$ cat src/rtl/irq_sense_pkg.sv
package irq_sense_pkg;
  typedef enum logic [1:0] {
    SENSE_LOW  = 2'b00,
    SENSE_FALL = 2'b01,
    SENSE_RISE = 2'b10,
    SENSE_BOTH = 2'b11
  } sense_e;

  localparam int unsigned ADDR_MODE   = 0;
  localparam int unsigned ADDR_STATUS = 1;
  localparam int unsigned ADDR_CLEAR  = 2;
endpackage

$ cat src/rtl/irq_sense_sync.sv
module irq_sense_sync #(
  parameter int unsigned WIDTH  = 8,
  parameter int unsigned STAGES = 2
) (
  input  logic             clk_i,
  input  logic             rst_ni,
  input  logic [WIDTH-1:0] d_i,
  output logic [WIDTH-1:0] q_o
);
  logic [WIDTH-1:0] stage_q [STAGES];

  // reset to the idle (high) level so no event fires on reset release
  always_ff @(posedge clk_i or negedge rst_ni) begin
    if (!rst_ni) begin
      for (int s = 0; s < STAGES; s++) stage_q[s] <= '1;
    end else begin
      stage_q[0] <= d_i;
      for (int s = 1; s < STAGES; s++) stage_q[s] <= stage_q[s-1];
    end
  end

  assign q_o = stage_q[STAGES-1];

  initial begin
    assert (STAGES >= 2) else $error("synchroniser needs two stages");
  end
endmodule

$ cat src/rtl/irq_sense_line.sv
module irq_sense_line
  import irq_sense_pkg::*;
(
  input  logic   clk_i,
  input  logic   rst_ni,
  input  logic   smp_i,
  input  sense_e mode_i,
  input  logic   clr_i,
  output logic   flag_o
);
  logic prev_q, flag_q, flag_d;
  logic rise, fall, evt;

  assign rise = smp_i & ~prev_q;
  assign fall = ~smp_i & prev_q;

  always_comb begin
    unique case (mode_i)
      SENSE_FALL: evt = fall;
      SENSE_RISE: evt = rise;
      SENSE_BOTH: evt = rise | fall;
      default:    evt = 1'b0;
    endcase
  end

  always_comb begin
    if (mode_i == SENSE_LOW) flag_d = ~smp_i;
    else if (evt)            flag_d = 1'b1;  // set wins over clear
    else if (clr_i)          flag_d = 1'b0;
    else                     flag_d = flag_q;
  end

  always_ff @(posedge clk_i or negedge rst_ni) begin
    if (!rst_ni) begin
      prev_q <= 1'b1;
      flag_q <= 1'b0;
    end else begin
      prev_q <= smp_i;
      flag_q <= flag_d;
    end
  end

  assign flag_o = flag_q;

  assert_level_tracks_R2: assert property (@(posedge clk_i) disable iff (!rst_ni)
    (mode_i == SENSE_LOW) |=> (flag_q == ~prev_q));

  assert_edge_hold_R5: assert property (@(posedge clk_i) disable iff (!rst_ni)
    (mode_i != SENSE_LOW && flag_q && !clr_i) |=> flag_q);

  assert_clear_acts_R5: assert property (@(posedge clk_i) disable iff (!rst_ni)
    (mode_i != SENSE_LOW && clr_i && !rise && !fall) |=> !flag_q);

  assert_rise_seen_R3: assert property (@(posedge clk_i) disable iff (!rst_ni)
    ((mode_i == SENSE_RISE || mode_i == SENSE_BOTH) && rise) |=> flag_q);

  assert_fall_seen_R3: assert property (@(posedge clk_i) disable iff (!rst_ni)
    ((mode_i == SENSE_FALL || mode_i == SENSE_BOTH) && fall) |=> flag_q);

  assert_event_beats_clear_R7: assert property (@(posedge clk_i) disable iff (!rst_ni)
    (mode_i != SENSE_LOW && evt && clr_i) |=> flag_q);
endmodule

$ cat src/rtl/irq_sense_regs.sv
module irq_sense_regs
  import irq_sense_pkg::*;
#(
  parameter int unsigned NUM_LINES = 8,
  parameter int unsigned ADDR_W    = 2,
  parameter int unsigned DATA_W    = 32
) (
  input  logic                   clk_i,
  input  logic                   rst_ni,
  input  logic                   we_i,
  input  logic [ADDR_W-1:0]      addr_i,
  input  logic [DATA_W-1:0]      wdata_i,
  input  logic [NUM_LINES-1:0]   status_i,
  output logic [2*NUM_LINES-1:0] mode_o,
  output logic [NUM_LINES-1:0]   clr_o,
  output logic [DATA_W-1:0]      rdata_o
);
  localparam int unsigned MODE_W = 2 * NUM_LINES;

  logic [MODE_W-1:0] mode_q;
  logic              wr_mode, wr_clr;

  assign wr_mode = we_i && (addr_i == ADDR_W'(ADDR_MODE));
  assign wr_clr  = we_i && (addr_i == ADDR_W'(ADDR_CLEAR));

  always_ff @(posedge clk_i or negedge rst_ni) begin
    if (!rst_ni)      mode_q <= '0;
    else if (wr_mode) mode_q <= wdata_i[MODE_W-1:0];
  end

  assign mode_o = mode_q;
  assign clr_o  = wr_clr ? wdata_i[NUM_LINES-1:0] : '0;

  always_comb begin
    rdata_o = '0;
    if (addr_i == ADDR_W'(ADDR_MODE))        rdata_o[MODE_W-1:0]    = mode_q;
    else if (addr_i == ADDR_W'(ADDR_STATUS)) rdata_o[NUM_LINES-1:0] = status_i;
  end

  generate
    if (DATA_W > MODE_W) begin : g_spare
      logic unused_wdata;
      assign unused_wdata = ^wdata_i[DATA_W-1:MODE_W];
    end
  endgenerate

  assert_mode_write_R1: assert property (@(posedge clk_i) disable iff (!rst_ni)
    wr_mode |=> (mode_q == $past(wdata_i[MODE_W-1:0])));

  assert_mode_stable_R1: assert property (@(posedge clk_i) disable iff (!rst_ni)
    !wr_mode |=> $stable(mode_q));

  initial begin
    assert (DATA_W >= MODE_W) else $error("data width too small for mode register");
  end
endmodule

$ cat src/rtl/irq_sense_unit.sv
module irq_sense_unit
  import irq_sense_pkg::*;
#(
  parameter int unsigned NUM_LINES = 8,
  parameter int unsigned ADDR_W    = 2,
  parameter int unsigned DATA_W    = 32
) (
  input  logic                 clk_i,
  input  logic                 rst_ni,
  input  logic [NUM_LINES-1:0] irq_i,
  input  logic                 reg_we_i,
  input  logic [ADDR_W-1:0]    reg_addr_i,
  input  logic [DATA_W-1:0]    reg_wdata_i,
  output logic [DATA_W-1:0]    reg_rdata_o,
  output logic [NUM_LINES-1:0] irq_o
);
  localparam int unsigned MODE_W = 2 * NUM_LINES;

  logic [NUM_LINES-1:0] smp, clr, status;
  logic [MODE_W-1:0]    mode;

  irq_sense_sync #(.WIDTH(NUM_LINES), .STAGES(2)) i_sync (
    .clk_i (clk_i),
    .rst_ni(rst_ni),
    .d_i   (irq_i),
    .q_o   (smp)
  );

  irq_sense_regs #(.NUM_LINES(NUM_LINES), .ADDR_W(ADDR_W), .DATA_W(DATA_W)) i_regs (
    .clk_i   (clk_i),
    .rst_ni  (rst_ni),
    .we_i    (reg_we_i),
    .addr_i  (reg_addr_i),
    .wdata_i (reg_wdata_i),
    .status_i(status),
    .mode_o  (mode),
    .clr_o   (clr),
    .rdata_o (reg_rdata_o)
  );

  for (genvar i = 0; i < NUM_LINES; i++) begin : g_line
    irq_sense_line i_line (
      .clk_i (clk_i),
      .rst_ni(rst_ni),
      .smp_i (smp[i]),
      .mode_i(sense_e'(mode[2*i +: 2])),
      .clr_i (clr[i]),
      .flag_o(status[i])
    );
  end

  assign irq_o = status;

  assert_reset_quiet_R9: assert property (@(posedge clk_i)
    !rst_ni |-> (irq_o == '0));
endmodule

$ cat config.mk
export PLATFORM = sky130hd
export DESIGN_NAME = irq_sense_unit
export DESIGN_NICKNAME = d
export VERILOG_FILES = /design/src/rtl/irq_sense_pkg.sv /design/src/rtl/irq_sense_sync.sv /design/src/rtl/irq_sense_line.sv /design/src/rtl/irq_sense_regs.sv /design/src/rtl/irq_sense_unit.sv
export SDC_FILE = /design/constraint.sdc
export NUM_CORES = 1
export LEC_CHECK = 0
export ABC_AREA = 0
export ABC_CLOCK_PERIOD_IN_PS = 4500
export BUFFER_PORTS_ARGS = -buffer_cell sky130_fd_sc_hd__buf_4
export CORE_AREA = 2 2 74 76
export DETAILED_ROUTE_END_ITERATION = 7
export DIE_AREA = 0 0 76 78
export PLACE_DENSITY = 0.81
export SLEW_MARGIN = 20
export SYNTH_ARGS = -nofsm -noshare
export SYNTH_HDL_FRONTEND = slang
export SYNTH_SLANG_ARGS = --single-unit
export TNS_END_PERCENT = 5
$ cat constraint.sdc
create_clock -name clk_i -period 4.5 [get_ports clk_i]
set_clock_uncertainty 0.05 [all_clocks]
set_input_delay 0.9 -clock clk_i [delete_from_list [all_inputs] [get_ports clk_i]]
set_output_delay 0.9 -clock clk_i [all_outputs]
set_load 0.02 [all_outputs]
==> results.json <==
{
  "cts_tree": "done",
  "rsz0062_at_grt": "no",
  "grt_pass1_wl_mm": 7.35,
  "wl_per_cell_um": 13.9,
  "busiest_layer": "met2",
  "use_met3": 0.0477,
  "cpPeakStageDelay_ps": 270,
  "maxCapViolCount": 0,
  "clock-sinks": 48,
  "path_buf_inv": 2,
  "row_count": 26,
  "dp_hpwl_mm": 3.30,
  "yosysUniqueCellTypes": 32,
  "final_cell_mix": "buf_4 (52), inv_1 (26), dfrtp_1 (24), dfstp_2 (24)",
  "globalRouteOverflowTotal": 0,
  "yosys_register_bits": 48,
  "hold_viol_final": 0,
  "switching_share": 0.299,
  "multiInputGateArea_um2": 1000,
  "grt_pass1_vias": 1525,
  "dr.pass1.iters": 4,
  "yosysWarnings": 0,
  "fill_cells": 443,
  "intPower_w": 0.000793,
  "clk_path_buf_depth": 2,
  "drive_above_1_share": 0.441,
  "setup_viol": 0,
  "powerDensity_nw_per_um2": 390,
  "cp-end-kind": "primary output",
  "syn_area_um2": 2510,
  "grtUsageMet2": 0.286,
  "initial_core_util": 0.498,
  "syn_inst": 201,
  "gp_congestion": 0.697,
  "drc": 0,
  "slowest_stage": "nor2_2",
  "antennaDiodeCount": 0,
  "cts_resized": 0,
  "cts_buffers": 5,
  "cp_cell_sequence": "buf_4 > nor2_2 > and2_1 > buf_4",
  "synth.avg_cell_area_um2": 12.5,
  "fp.dieArea_um2": 5930,
  "seqPwrFrac": 0.499,
  "p_leak_nw": 1.42,
  "core_um2": 5040,
  "cp_top_family": "simple AND/OR/NAND/NOR gates",
  "nets": 307,
  "final_cells": 317,
  "crit_type": "in2out",
  "io_buffers": 52,
  "outcome": "complete, no violations",
  "r2r-start": "g_line[4].i_line.prev_q",
  "placed_cells": 309,
  "vdd_drop_max_v": 0.000207,
  "hold_class": "reg2reg",
  "antenna_found_initial": 0,
  "period_minus_slack_ps": 2630,
  "grtUsageTotal": 0.160,
  "clock.fmax_mhz": 380,
  "crit_start": "reg_addr_i[0]",
  "final_max_slew_viol_count": 0,
  "syn2layout_area_growth_pct": 15.5,
  "final_common_cell": "buf_4",
  "setup_tns_ps": 0,
  "finalWirelength_mm": 4.40,
  "min_from": "i_sync.stage_q[15]",
  "pwr-share-clk": 0.226,
  "ctsHoldBuffers": 0,
  "drt_iter0_drc": 43,
  "htree_levels": 2,
  "seq_area_frac_synth": 0.491,
  "path_clk_slew_ps": 80,
  "slew_headroom": 0.330,
  "clockRootBuffer": "clkbuf_8",
  "fin_crit_sh": 0.584,
  "regArea_um2": 1230,
  "switching_power_w": 0.000338,
  "p_comb_frac": 0.275,
  "die_w_um": 76,
  "vias_per_cell": 4.75,
  "drtAntennaViolNets": 0,
  "num_vias": 1507,
  "pin_count": 85,
  "grt_max_degree": 49,
  "crit_fanout": 11,
  "crit_top_cell": "buf_4",
  "critPathRequiredTime_ps": 3550,
  "arrival_ps": 1680,
  "cts_setup_buffers": 0,
  "met1_usage": 0.188,
  "die-height_um": 78,
  "crit_path_start_kind": "input pin",
  "tightest_slew_ps": 1000,
  "clk_latency_ps": 290
}
==> per-stage QoR <==
stage	hold WS [ps]	power (W)	worst slack [ps]	area, µm²	util
floorplan	295	0.000805	2020	2570	-
global placement	295	0.000875	1650	2810	0.557
detailed placement	297	0.000890	1630	2810	0.557
CTS	309	0.00115	1850	2900	0.575
global route	312	0.00120	1780	2900	0.575
finish	307	0.00113	1870	2900	0.575
==> synthesized netlist by cell type (all sizes together) <==
cell | count | share of area
nand2b | 1 | 0.0025
o31a | 3 | 0.010
inv | 26 | 0.039
and2 | 11 | 0.028
a21o | 3 | 0.0090
or3 | 1 | 0.0025
mux2 | 16 | 0.087
a31o | 1 | 0.0035
mux4 | 6 | 0.054
nand2 | 6 | 0.0090
o211ai | 3 | 0.011
a221o | 1 | 0.0040
buf | 29 | 0.094
nor3 | 1 | 0.0020
o21ai | 4 | 0.0080
dfrtp | 24 | 0.24
mux2i | 8 | 0.032
dfstp | 24 | 0.25
nor2 | 11 | 0.017
a21oi | 1 | 0.0020
o31ai | 2 | 0.0060
o221ai | 1 | 0.0035
conb | 1 | 0.0015
and3b | 1 | 0.0035
ha | 16 | 0.080
==> per-layer routing <==
metal / up-vias / wire, µm
li1: 711 / -
met1: 748 / 1800
met2: 43 / 2330
met3: 5 / 237
met4: 0 / 36
met5: - / 0
==> worst paths after layout <==
kind	to	slack [ps]	depth (start not counted)
max reg2reg	g_line[4].i_line.flag_o	2810	5
min in group asynchronous	i_regs.mode_o[14]	560	1
max in group asynchronous	i_regs.mode_o[5]	3430	1
min	i_sync.q_o[7]	310	0
min reg2reg	i_sync.q_o[7]	310	0
max	reg_rdata_o[8]	1870	4
==> registers in the layout, summed over array words and instances (netlist names) <==
name,flops
g_line.i_line.flag_o,8
g_line.i_line.prev_q,8
i_regs.mode_o,16
i_sync.q_o,8
i_sync.stage_q,8
==> cells by family after synthesis <==
family	synth area share
other	0.00149
multiplexers	0.172
flip-flops	0.491
AND/OR/NAND/NOR	0.0653
adder cells (fa/ha/maj)	0.0798
buffers and inverters	0.133
AO/OA/AOI/OAI	0.0573
==> area by class of cell <==
| type | instances | share of cell area |
|---|---|---|
| inverters | 26 | 0.0337 |
| flip-flops and latches | 48 | 0.425 |
| well taps | 70 | 0.0302 |
| repair buffers | 52 | 0.135 |
| clock buffers | 8 | 0.0311 |
| multi-input cells | 113 | 0.345 |
==> power groups by stage <==
stage / clock network [W] / registers, W / logic [W]
floorplan: 0 / 0.000552 / 0.000253
global placement: 0 / 0.000569 / 0.000305
detailed placement: 0 / 0.000575 / 0.000315
CTS: 0.000271 / 0.000567 / 0.000316
global route: 0.000287 / 0.000576 / 0.000339
finish: 0.000256 / 0.000564 / 0.000311
(Power assumes the default switching activity.)
